===== config.mk =====
export PLATFORM = sky130hd
export DESIGN_NAME = rcs_run_ctrl
export DESIGN_NICKNAME = d
export VERILOG_FILES = /design/src/rtl/rcs_pkg.sv /design/src/rtl/rcs_phase_timer.sv /design/src/rtl/rcs_wait_timer.sv /design/src/rtl/rcs_stream_reg.sv /design/src/rtl/rcs_run_ctrl.sv
export SDC_FILE = /design/constraint.sdc
export NUM_CORES = 1
export LEC_CHECK = 0
export BUFFER_PORTS_ARGS = -buffer_cell sky130_fd_sc_hd__buf_2
export CORE_AREA = 2 2 144 146
export DETAILED_ROUTE_END_ITERATION = 16
export DIE_AREA = 0 0 146 148
export PLACE_DENSITY = 0.59
export SLEW_MARGIN = 20
export SYNTH_ARGS = -nofsm -noshare
export SYNTH_HDL_FRONTEND = slang
export SYNTH_SLANG_ARGS = --single-unit

===== constraint.sdc =====
create_clock -name clk -period 2.4 [get_ports clk]
set_input_delay 0.12 -clock clk [delete_from_list [all_inputs] [get_ports clk]]
set_output_delay 0.12 -clock clk [all_outputs]
set_load 0.02 [all_outputs]

===== src/rtl/rcs_pkg.sv =====
package rcs_pkg;

    localparam int ADDR_W = 7;

    typedef enum logic [2:0] {
        ST_CONFIG,
        ST_RUN,
        ST_DRAIN,
        ST_REPORT_REQ,
        ST_REPORT_WAIT,
        ST_MONITOR,
        ST_DONE
    } rcs_state_e;

    localparam logic [2:0] OP_SET_RUN   = 3'd1;
    localparam logic [2:0] OP_SET_DRAIN = 3'd2;
    localparam logic [2:0] OP_TRIG      = 3'd3;
    localparam logic [2:0] OP_START     = 3'd4;
    localparam logic [2:0] OP_CLEAR     = 3'd5;

endpackage


===== src/rtl/rcs_phase_timer.sv =====
module rcs_phase_timer #(
    parameter int W = 32
) (
    input  logic         clk,
    input  logic         rst_n,
    input  logic         load,
    input  logic [W-1:0] load_val,
    input  logic         en,
    output logic         expire
);
    logic [W-1:0] cnt_q;

    always_ff @(posedge clk) begin
        if (!rst_n)
            cnt_q <= '0;
        else if (load)
            cnt_q <= load_val;
        else if (en && cnt_q != '0)
            cnt_q <= cnt_q - W'(1);
    end

    // last cycle of the phase; zero length behaves like one
    assign expire = (cnt_q <= W'(1));
endmodule


===== src/rtl/rcs_wait_timer.sv =====
module rcs_wait_timer #(
    parameter int LIMIT = 65535
) (
    input  logic clk,
    input  logic rst_n,
    input  logic clr,
    input  logic en,
    output logic timeout
);
    localparam int CW = $clog2(LIMIT + 1);

    logic [CW-1:0] cnt_q;

    always_ff @(posedge clk) begin
        if (!rst_n || clr)
            cnt_q <= '0;
        else if (en)
            cnt_q <= cnt_q + CW'(1);
    end

    assign timeout = en && (cnt_q == CW'(LIMIT - 1));
endmodule


===== src/rtl/rcs_stream_reg.sv =====
module rcs_stream_reg #(
    parameter int W = 32
) (
    input  logic         clk,
    input  logic         rst_n,
    input  logic         in_valid,
    input  logic [W-1:0] in_data,
    output logic         out_valid,
    output logic [W-1:0] out_data
);
    always_ff @(posedge clk) begin
        if (!rst_n) begin
            out_valid <= 1'b0;
            out_data  <= '0;
        end else begin
            out_valid <= in_valid;
            out_data  <= in_valid ? in_data : '0;
        end
    end
endmodule


===== src/rtl/rcs_run_ctrl.sv =====
module rcs_run_ctrl
    import rcs_pkg::*;
#(
    parameter int NUM_GEN    = 4,
    parameter bit HAS_MON    = 1'b1,
    parameter int WAIT_LIMIT = 65535,
    parameter int DATA_W     = 32
) (
    input  logic              clk,
    input  logic              rst_n,
    input  logic              cmd_valid,
    input  logic [2:0]        cmd_op,
    input  logic [6:0]        cmd_addr,
    input  logic [DATA_W-1:0] cmd_data,
    output logic              cfg_en,
    output logic              trig_valid,
    output logic [6:0]        trig_addr,
    output logic [DATA_W-1:0] trig_data,
    output logic              rep_req,
    output logic [6:0]        rep_addr,
    output logic              mon_sel,
    input  logic              rep_valid,
    input  logic [DATA_W-1:0] rep_data,
    input  logic              rep_done,
    output logic              host_valid,
    output logic [DATA_W-1:0] host_data,
    output logic [NUM_GEN-1:0] node_err,
    output logic              mon_err
);
    localparam int TRIG_W = ADDR_W + DATA_W;
    localparam logic [ADDR_W-1:0] LAST_IDX = ADDR_W'(NUM_GEN - 1);

    rcs_state_e state_q, state_d;
    logic [DATA_W-1:0] run_len_q, drain_len_q;
    logic [ADDR_W-1:0] idx_q;
    logic [NUM_GEN-1:0] node_err_q;
    logic mon_err_q;

    logic do_start, do_clear, do_trig, do_set_run, do_set_drain;
    logic in_cfg, waiting, last_node, phase_expire, wait_tmo, answer;
    logic tm_load;
    logic [DATA_W-1:0] tm_val;
    logic [TRIG_W-1:0] trig_bus;

    assign do_start     = cmd_valid && cmd_op == OP_START;
    assign do_clear     = cmd_valid && cmd_op == OP_CLEAR;
    assign do_trig      = cmd_valid && cmd_op == OP_TRIG;
    assign do_set_run   = cmd_valid && cmd_op == OP_SET_RUN;
    assign do_set_drain = cmd_valid && cmd_op == OP_SET_DRAIN;
    assign in_cfg       = state_q == ST_CONFIG;
    assign waiting      = state_q == ST_REPORT_WAIT || state_q == ST_MONITOR;
    assign last_node    = idx_q == LAST_IDX;
    assign answer       = rep_done || wait_tmo;

    // run and drain share one down counter
    assign tm_load = (in_cfg && do_start) || (state_q == ST_RUN && phase_expire);
    assign tm_val  = in_cfg ? run_len_q : drain_len_q;

    rcs_phase_timer #(.W(DATA_W)) u_phase (
        .clk(clk), .rst_n(rst_n), .load(tm_load), .load_val(tm_val),
        .en(state_q == ST_RUN || state_q == ST_DRAIN), .expire(phase_expire)
    );

    rcs_wait_timer #(.LIMIT(WAIT_LIMIT)) u_wait (
        .clk(clk), .rst_n(rst_n), .clr(!waiting || answer),
        .en(waiting), .timeout(wait_tmo)
    );

    rcs_stream_reg #(.W(TRIG_W)) u_trig (
        .clk(clk), .rst_n(rst_n), .in_valid(in_cfg && do_trig),
        .in_data({cmd_addr, cmd_data}), .out_valid(trig_valid), .out_data(trig_bus)
    );
    assign trig_addr = trig_bus[TRIG_W-1 -: ADDR_W];
    assign trig_data = trig_bus[DATA_W-1:0];

    rcs_stream_reg #(.W(DATA_W)) u_host (
        .clk(clk), .rst_n(rst_n), .in_valid(waiting && rep_valid),
        .in_data(rep_data), .out_valid(host_valid), .out_data(host_data)
    );

    // next state
    always_comb begin
        state_d = state_q;
        unique case (state_q)
            ST_CONFIG:      if (do_start) state_d = ST_RUN;
            ST_RUN:         if (phase_expire) state_d = ST_DRAIN;
            ST_DRAIN:       if (phase_expire) state_d = ST_REPORT_REQ;
            ST_REPORT_REQ:  state_d = ST_REPORT_WAIT;
            ST_REPORT_WAIT: if (answer)
                                state_d = !last_node ? ST_REPORT_REQ :
                                          (HAS_MON ? ST_MONITOR : ST_DONE);
            ST_MONITOR:     if (answer) state_d = ST_DONE;
            ST_DONE:        if (do_start || do_clear) state_d = ST_CONFIG;
            default:        state_d = ST_CONFIG;
        endcase
    end

    always_ff @(posedge clk) begin
        if (!rst_n) state_q <= ST_CONFIG;
        else        state_q <= state_d;
    end

    // outputs
    always_comb begin
        cfg_en  = state_q != ST_RUN;
        rep_req = state_q == ST_REPORT_REQ;
        mon_sel = state_q == ST_MONITOR;
    end
    assign rep_addr = idx_q;
    assign node_err = node_err_q;
    assign mon_err  = mon_err_q;

    // lengths and poll cursor
    always_ff @(posedge clk) begin
        if (!rst_n) begin
            run_len_q   <= '0;
            drain_len_q <= '0;
            idx_q       <= '0;
            mon_err_q   <= 1'b0;
        end else begin
            if (in_cfg && do_set_run)   run_len_q   <= cmd_data;
            if (in_cfg && do_set_drain) drain_len_q <= cmd_data;
            if (state_q == ST_DRAIN && phase_expire)
                idx_q <= '0;
            else if (state_q == ST_REPORT_WAIT && answer && !last_node)
                idx_q <= idx_q + ADDR_W'(1);
            if ((in_cfg && do_start) || (state_q == ST_DONE && do_clear))
                mon_err_q <= 1'b0;
            else if (state_q == ST_MONITOR && wait_tmo && !rep_done)
                mon_err_q <= 1'b1;
        end
    end

    for (genvar g = 0; g < NUM_GEN; g++) begin : g_err
        always_ff @(posedge clk) begin
            if (!rst_n || (in_cfg && do_start) || (state_q == ST_DONE && do_clear))
                node_err_q[g] <= 1'b0;
            else if (state_q == ST_REPORT_WAIT && wait_tmo && !rep_done
                     && idx_q == ADDR_W'(g))
                node_err_q[g] <= 1'b1;
        end
    end
endmodule


==> results by group, run 1 <==
Timing
  • Worst Skew: 0.0122 ns
  • TNS Setup: -1.19 ns
  • Fin worst setup slack: -0.130 ns
  • Slew HR: 66.4%
  • Period utilisation layout: 105%
  • Slew @ Worst Pin: 0.502 ns
  • Final setup violation count: 25
  • Pins Over Slew Limit: 0
  • Final Critical Period: 2.53 ns
  • Unrepaired setup endpoints after global routing: true
  • Final hold vios: 0
  • Max Clock Freq: 0.395 GHz

Synthesis
  • Seq/Total Area, Yosys: 50.6%
  • Yosys cell types: 61
  • Top FF cell, synth: dfxtp_1
  • Mapped Cells: 927
  • Flops & latches, synth: 200
  • Synthesized net count: 1014
  • Post-synth ARST share: 0%
  • Syn avg cell area: 8.54 µm²
  • Number of enable-type register cells in the synthesized netlist: 0
  • Synth warn: 0
  • Post-Syn Area: 0.00792 mm²

Drt
  • Met2 Wirelength: 9430 µm
  • Antenna Nets Post-Route: 0
  • Routed len/inst: 13.8 µm
  • WL final: 20500 µm
  • Vias per inst: 4.80
  • DR vias: 7115
  • Met3 WL: 1020 µm
  • Uppermost layer routed: met4
  • Remaining DRCs: 0
  • Initial drt markers: 313
  • M1 WL: 9710 µm
  • Pre-antenna DRT Iters: 5

CTS
  • Number of H-tree levels: 4
  • CTS root buf: clkbuf_16
  • Clock sinks: 200
  • CTS max path bufs: 2
  • Clock latency on the worst-skew pair: 0.44 ns
  • Num CTS Buffers: 17
  • Post-CTS Setup Inserts: 0
  • CTS tree: yes
  • Worst-path clk slew: 0.08 ns

Global routing
  • First-pass GRT wire length: 33500 µm
  • Gr ovfl total: 0
  • All-Layer GR Usage: 19.1%
  • Vias in the first global route: 6767
  • Pin count of the biggest net entering global routing: 56
  • Number of antenna violations at the first check in global routing: 0

Floorplan
  • IO Count: 167
  • Cell Rows: 52
  • Core Area: 0.0200 mm²
  • Die width: 146 µm
  • Initial Utilization: 39.5%
  • Die area: 0.0216 mm²
  • Die Y: 148 µm

Outcome
  • Violated checks: negative setup slack
  • Outcome: finished, violations left

Pwr
  • Seq pwr share: 34.6%
  • Switching power: 0.00402 W
  • P per Cell Area: 1020 mW/mm²
  • Leak: 4.55 nW
  • Total Power: 0.0110 W
  • Power Internal: 0.00699 W
  • Power share of the combinational group: 39.6%
  • Max VDD drop: 0.644 mV
  • Sw frac: 36.5%
  • Clk network pwr share: 25.8%

Setup path
  • Crit Path Max Fanout: 3
  • WS Path Type: reg2reg
  • Critical Path AT: 2.91 ns
  • Critical Path RT: 2.78 ns
  • Critical-path top delay cell: or4_4
  • Cell family with most CP delay: simple AND/OR/NAND/NOR gates
  • Nature of the critical path startpoint: flop
  • Critical-path cell list: or4_4, or4_4, or4_4, a221oi_4, nand4b_1, a21oi_1
  • Crit. End Element: flop
  • Worst path max stage delay: 0.57 ns
  • Crit-path most repeated cell: or4_4
  • Worst Path Buf+Inv: 0

Layout
  • Most frequent cells in the layout: nand2_1, dfxtp_1, buf_2
  • Final Util: 53.9%
  • Commonest non-fill, non-tap cell in the layout: nand2_1
  • Finished Layout Cells: 1482
  • Share of cells above drive strength 1: 24.3%
  • # diodes: 0
  • Fin nets: 1286
  • P&R area growth vs syn: 36.4%

Placed design
  • Buffers on Ports: 166
  • Gpl congestion: 0.887
  • DP HPWL: 13500 µm
  • Placed Instances: 1378

Job
  • Max-cap viol count: 0

Min path
  • Hold Crit Class: in2reg
-- timing repair --
action | 4_1_cts | 5_1_grt
resized for setup | 2 | 11
setup endpoints to repair | 41 | 43
hold buffers | 72 | 0
endpoints found under the hold margin | 136 | 0
pin swaps | 2 | 4
-- state kept, by name (all words and copies together), names as in the netlist --
register / cells
drain_len_q: 32
mon_err: 1
node_err: 4
rep_addr: 7
run_len_q: 32
state_q: 3
u_host.out_data: 32
u_host.out_valid: 1
u_phase.cnt_q: 32
u_trig.out_data: 39
u_trig.out_valid: 1
u_wait.cnt_q: 16
-- Yosys cell counts (8+ instances only) --
| master | number | share of area [%] |
|---|---|---|
| xnor2_1 | 25 | 2.8 |
| xor2_1 | 17 | 1.9 |
| nand3_1 | 19 | 1.2 |
| nand2_1 | 201 | 9.5 |
| dfxtp_1 | 200 | 51 |
| nor2_1 | 67 | 3.2 |
| a21oi_1 | 89 | 5.6 |
| nor4_1 | 18 | 1.4 |
| ha_1 | 8 | 1.3 |
| and2_1 | 73 | 5.8 |
| o21ai_0 | 21 | 1.3 |
| inv_1 | 12 | 0.57 |
| nor3_1 | 20 | 1.3 |
| and3_1 | 8 | 0.63 |
| nand4_1 | 9 | 0.71 |
| clkbuf_1 | 43 | 2.0 |
-- final cells by class --
class,instances,area (µm²)
clock buffers,18,439
clock inverters,14,153
fillers,1909,9240
inverters,13,48.8
multi-input cells,661,3680
flip-flops and latches,200,4010
well taps,270,338
repair buffers,306,2140
-- path summary, 6_finish.rpt --
check                          from         endpoint  slack (ns)  cells after the start
setup / recovery  u_phase.cnt_q[19]       state_q[0]       -0.13                      6
hold / removal             rep_done      node_err[3]        0.12                      5
setup reg to reg  u_phase.cnt_q[19]       state_q[0]       -0.13                      6
hold reg to reg     drain_len_q[15]  drain_len_q[15]        0.46                      2
-- power by group through the flow --
stage / Clock (W) / Sequential [W] / Combinational, W
3_5_place_dp: 0 / 0.00388 / 0.00415
3_3_place_gp: 0 / 0.00387 / 0.00417
4_1_cts: 0.00292 / 0.00380 / 0.00433
6_report: 0.00284 / 0.00380 / 0.00436
2_1_floorplan: 0 / 0.00389 / 0.00250
5_1_grt: 0.00305 / 0.00384 / 0.00478
-- worst register-to-register path, delay by kind of cell, from the launching register on --
family,cells,cell delay [ns]
simple gates,4,1.75
flops,1,0.32
compound gates,2,0.41
-- cells by family after synthesis --
kind of cell               count (synthesis)  share of synthesized area, %
DFF                                      200                          50.6
muxes                                      8                          1.04
AOI/OAI and AO/OA                        149                          11.2
adders and majority gates                  8                          1.26
and+or+nand+nor                          454                          27.5
buffers and inverters                     66                          3.81
xor gates and xnor gates                  42                          4.65
-- per-layer routing --
layer | vias to the layer above | track usage (%)
li1 | 3657 | -
met1 | 3246 | 25.0
met2 | 193 | 31.8
met3 | 19 | 4.10
met4 | 0 | 5.78
met5 | - | 0
-- through the flow --
| step | cell area (µm²) | hold WS [ns] | setup slack, ns |
|---|---|---|---|
| 2_1_floorplan | 7930 | 0.242 | -0.0418 |
| 3_3_place_gp | 9440 | 0.320 | -0.104 |
| 3_5_place_dp | 9440 | 0.324 | -0.135 |
| 4_1_cts | 10800 | 0.0970 | -0.106 |
| 5_1_grt | 10800 | 0.146 | -0.194 |
| 6_report | 10800 | 0.117 | -0.130 |
(Power assumes the default switching activity.)
==> inputs of run 2 (changes only) <==
Settings changed: ABC_AREA set to 1, CORE_AREA 2 2 144 146 to 2 2 150 152, DIE_AREA 0 0 146 148 to 0 0 152 154.
==> run 2 against run 1 <==
The run now ends clean. First-iteration DRC count is 20% higher. Via count rose by 8.5%. Global-route usage decreased by 0.29 points. Die area rose by 8.3%. Wire length is 5.4% higher. Flip-flop and latch count is the same. Register-to-register slack better by 0.56 ns. Sequential power up 3%. Fmax increased by 28%.
==> results by group, run 2 <==
Floorplan
  • Die width: 152 µm
  • Initial Utilization: 39.5%
  • IO Count: 167
  • Core Area: 0.0217 mm²
  • Die Y: 154 µm
  • Cell Rows: 54
  • Die area: 0.0234 mm²

Global routing
  • Number of antenna violations at the first check in global routing: 0
  • First-pass GRT wire length: 36900 µm
  • Pin count of the biggest net entering global routing: 65
  • Vias in the first global route: 7620
  • All-Layer GR Usage: 18.8%
  • Gr ovfl total: 0

Layout
  • Fin nets: 1450
  • Most flops, register: u_trig.out_data
  • Share of cells above drive strength 1: 19.7%
  • Final Util: 50.6%
  • # diodes: 0
  • P&R area growth vs syn: 28.0%
  • Fill cells: 2086
  • Max reg flops: 39
  • Commonest non-fill, non-tap cell in the layout: dfxtp_1
  • Most frequent cells in the layout: dfxtp_1, nand2_1, nor2_1
  • Register area: 0.00400 mm²
  • Area occupied by multi-input gates: 0.00384 mm²

Drt
  • Initial drt markers: 376
  • DR vias: 7720
  • Routed len/inst: 13.0 µm
  • WL final: 21600 µm
  • Vias per inst: 4.66
  • Antenna Nets Post-Route: 0
  • Remaining DRCs: 0
  • Pre-antenna DRT Iters: 6

CTS
  • CTS root buf: clkbuf_16
  • Hold-fix buffers at CTS: 72
  • Clock latency on the worst-skew pair: 0.45 ns
  • Worst-path clk slew: 0.08 ns
  • Post-CTS Setup Inserts: 0
  • Clock sinks: 200
  • CTS tree: yes
  • Post-cts resize count: 0
  • CTS max path bufs: 2
  • Num CTS Buffers: 17
  • Number of H-tree levels: 4

Synthesis
  • Area contributors post-synth: dfxtp_1, nand2_1, nor2_1
  • Synthesized net count: 1227
  • Share of the synthesized area in the top cell type: 46.7%
  • Syn avg cell area: 7.52 µm²
  • Mapped Cells: 1140
  • Most common library cells after synthesis: dfxtp_1, nand2_1, nor2_1
  • Post-Syn Area: 0.00858 mm²
  • Flops & latches, synth: 200
  • Synth area leader: dfxtp_1
  • Synth warn: 0
  • Number of enable-type register cells in the synthesized netlist: 0
  • Yosys cell types: 45
  • Post-synth ARST share: 0%
  • Top-count cell post-synth: dfxtp_1
  • Top FF cell, synth: dfxtp_1
  • Seq/Total Area, Yosys: 46.7%

Timing
  • Slew HR: 61.5%
  • Slew @ Worst Pin: 0.577 ns
  • WHS: 0.0278 ns
  • Max Clock Freq: 0.507 GHz
  • Final hold vios: 0
  • TNS Setup: 0 ns
  • Period utilisation layout: 82.2%
  • Pins Over Slew Limit: 0
  • Worst Skew: 0.0128 ns
  • Final Critical Period: 1.97 ns
  • Unrepaired setup endpoints after global routing: false
  • Final setup violation count: 0

Placed design
  • Gpl congestion: 0.884
  • Buffers on Ports: 166
  • DP HPWL: 14700 µm

Outcome
  • Outcome: finished clean

Setup path
  • Reg2reg end: u_phase.cnt_q[18]
  • Critical-path top delay cell: dfxtp_1
  • R2R Path Start: u_phase.cnt_q[1]
  • Critical-path cell list: inv_1, ha_1, nand2_4, nor2_8, nand2_4, o21ai_4, nand3_4, buf_12, o21ai_0, nor2_1
  • Critical Path AT: 2.30 ns
  • Crit. End Element: flop
  • Cell family with most CP delay: simple AND/OR/NAND/NOR gates
  • Worst path max stage delay: 0.32 ns
  • R2r setup slk: 0.43 ns
  • Crit-path most repeated cell: nand2_4
  • Crit Path Max Fanout: 20
  • Levels on crit path: 10
  • WS Path Type: reg2reg
  • Worst R2R Path Depth: 10
  • Worst Path Buf+Inv: 2
  • Nature of the critical path startpoint: flop
  • Critical Path RT: 2.73 ns

Pwr
  • Power Internal: 0.00650 W
  • Leak: 5.28 nW
  • Seq pwr share: 35.8%
  • Switching power: 0.00439 W
  • Power share of the combinational group: 37.2%
  • Max VDD drop: 0.533 mV
  • Clk network pwr share: 26.9%
  • Total Power: 0.0109 W
  • P per Cell Area: 992 mW/mm²
  • Sw frac: 40.3%

Job
  • Max-cap viol count: 0

Min path
  • Hold Crit Class: in2reg
  • Hold depth: 4
  • Min-delay src: cmd_op[2]
  • Worst Hold Path EP: u_trig.out_valid
-- run 2: how the worst max path moves through the flow --
stage / startpoint / endpoint
6_report: u_phase.cnt_q[1] / u_phase.cnt_q[18]
3_3_place_gp: u_phase.cnt_q[0] / state_q[0]
4_1_cts: u_phase.cnt_q[1] / u_phase.cnt_q[18]
3_5_place_dp: u_phase.cnt_q[0] / u_phase.cnt_q[17]
2_1_floorplan: u_phase.cnt_q[0] / u_phase.cnt_q[17]
5_1_grt: u_phase.cnt_q[0] / u_phase.cnt_q[14]
-- run 2: metal layers --
layer / track usage [%] / wire length (µm)
met1: 24.3 / 10000
met2: 32.0 / 10400
met3: 3.92 / 871
met4: 5.12 / 294
met5: 0 / 0
-- run 2: layout make-up --
type                            count  area share (%)
Clock buffer                       17            3.88
Clock inverter                     15            1.79
Inverter                          126            4.33
Multi-Input combinational cell    765            34.9
Sequential cell                   200            36.5
Tap cell                          280            3.19
Timing Repair Buffer              253            15.4
-- run 2: power by group through the flow --
stage	Combinational, W	Clock, W	Sequential (W)
6_report	0.00406	0.00293	0.00390
5_1_grt	0.00458	0.00315	0.00394
4_1_cts	0.00407	0.00303	0.00390
3_5_place_dp	0.00396	0	0.00397
3_3_place_gp	0.00394	0	0.00397
2_1_floorplan	0.00304	0	0.00397
-- run 2: cell families (layout without fill, tap and decap cells) --
family	count (synthesis)	in the layout	synth area share (%)
buf+inv	175	411	8.59
flops	200	200	46.7
simple gates	496	496	26.0
mux	3	3	0.350
xor+xnor	37	37	3.78
compound gates	221	221	13.5
fa+ha+maj	8	8	1.17
-- run 2: stage by stage --
stage          setup WS (ns)  cell area (µm²)  instances
2_1_floorplan          0.645             8580       1140
3_3_place_gp           0.484             9630       1552
3_5_place_dp           0.459             9630       1552
4_1_cts                0.410            11000       1656
5_1_grt                0.250            11000       1656
6_report               0.427            11000       1656
-- run 2: worst min-delay path: cells and delay by family --
kind                   cells  cell delay [ns]
buffers and inverters      2             0.21
AND/OR/NAND/NOR            2             0.11
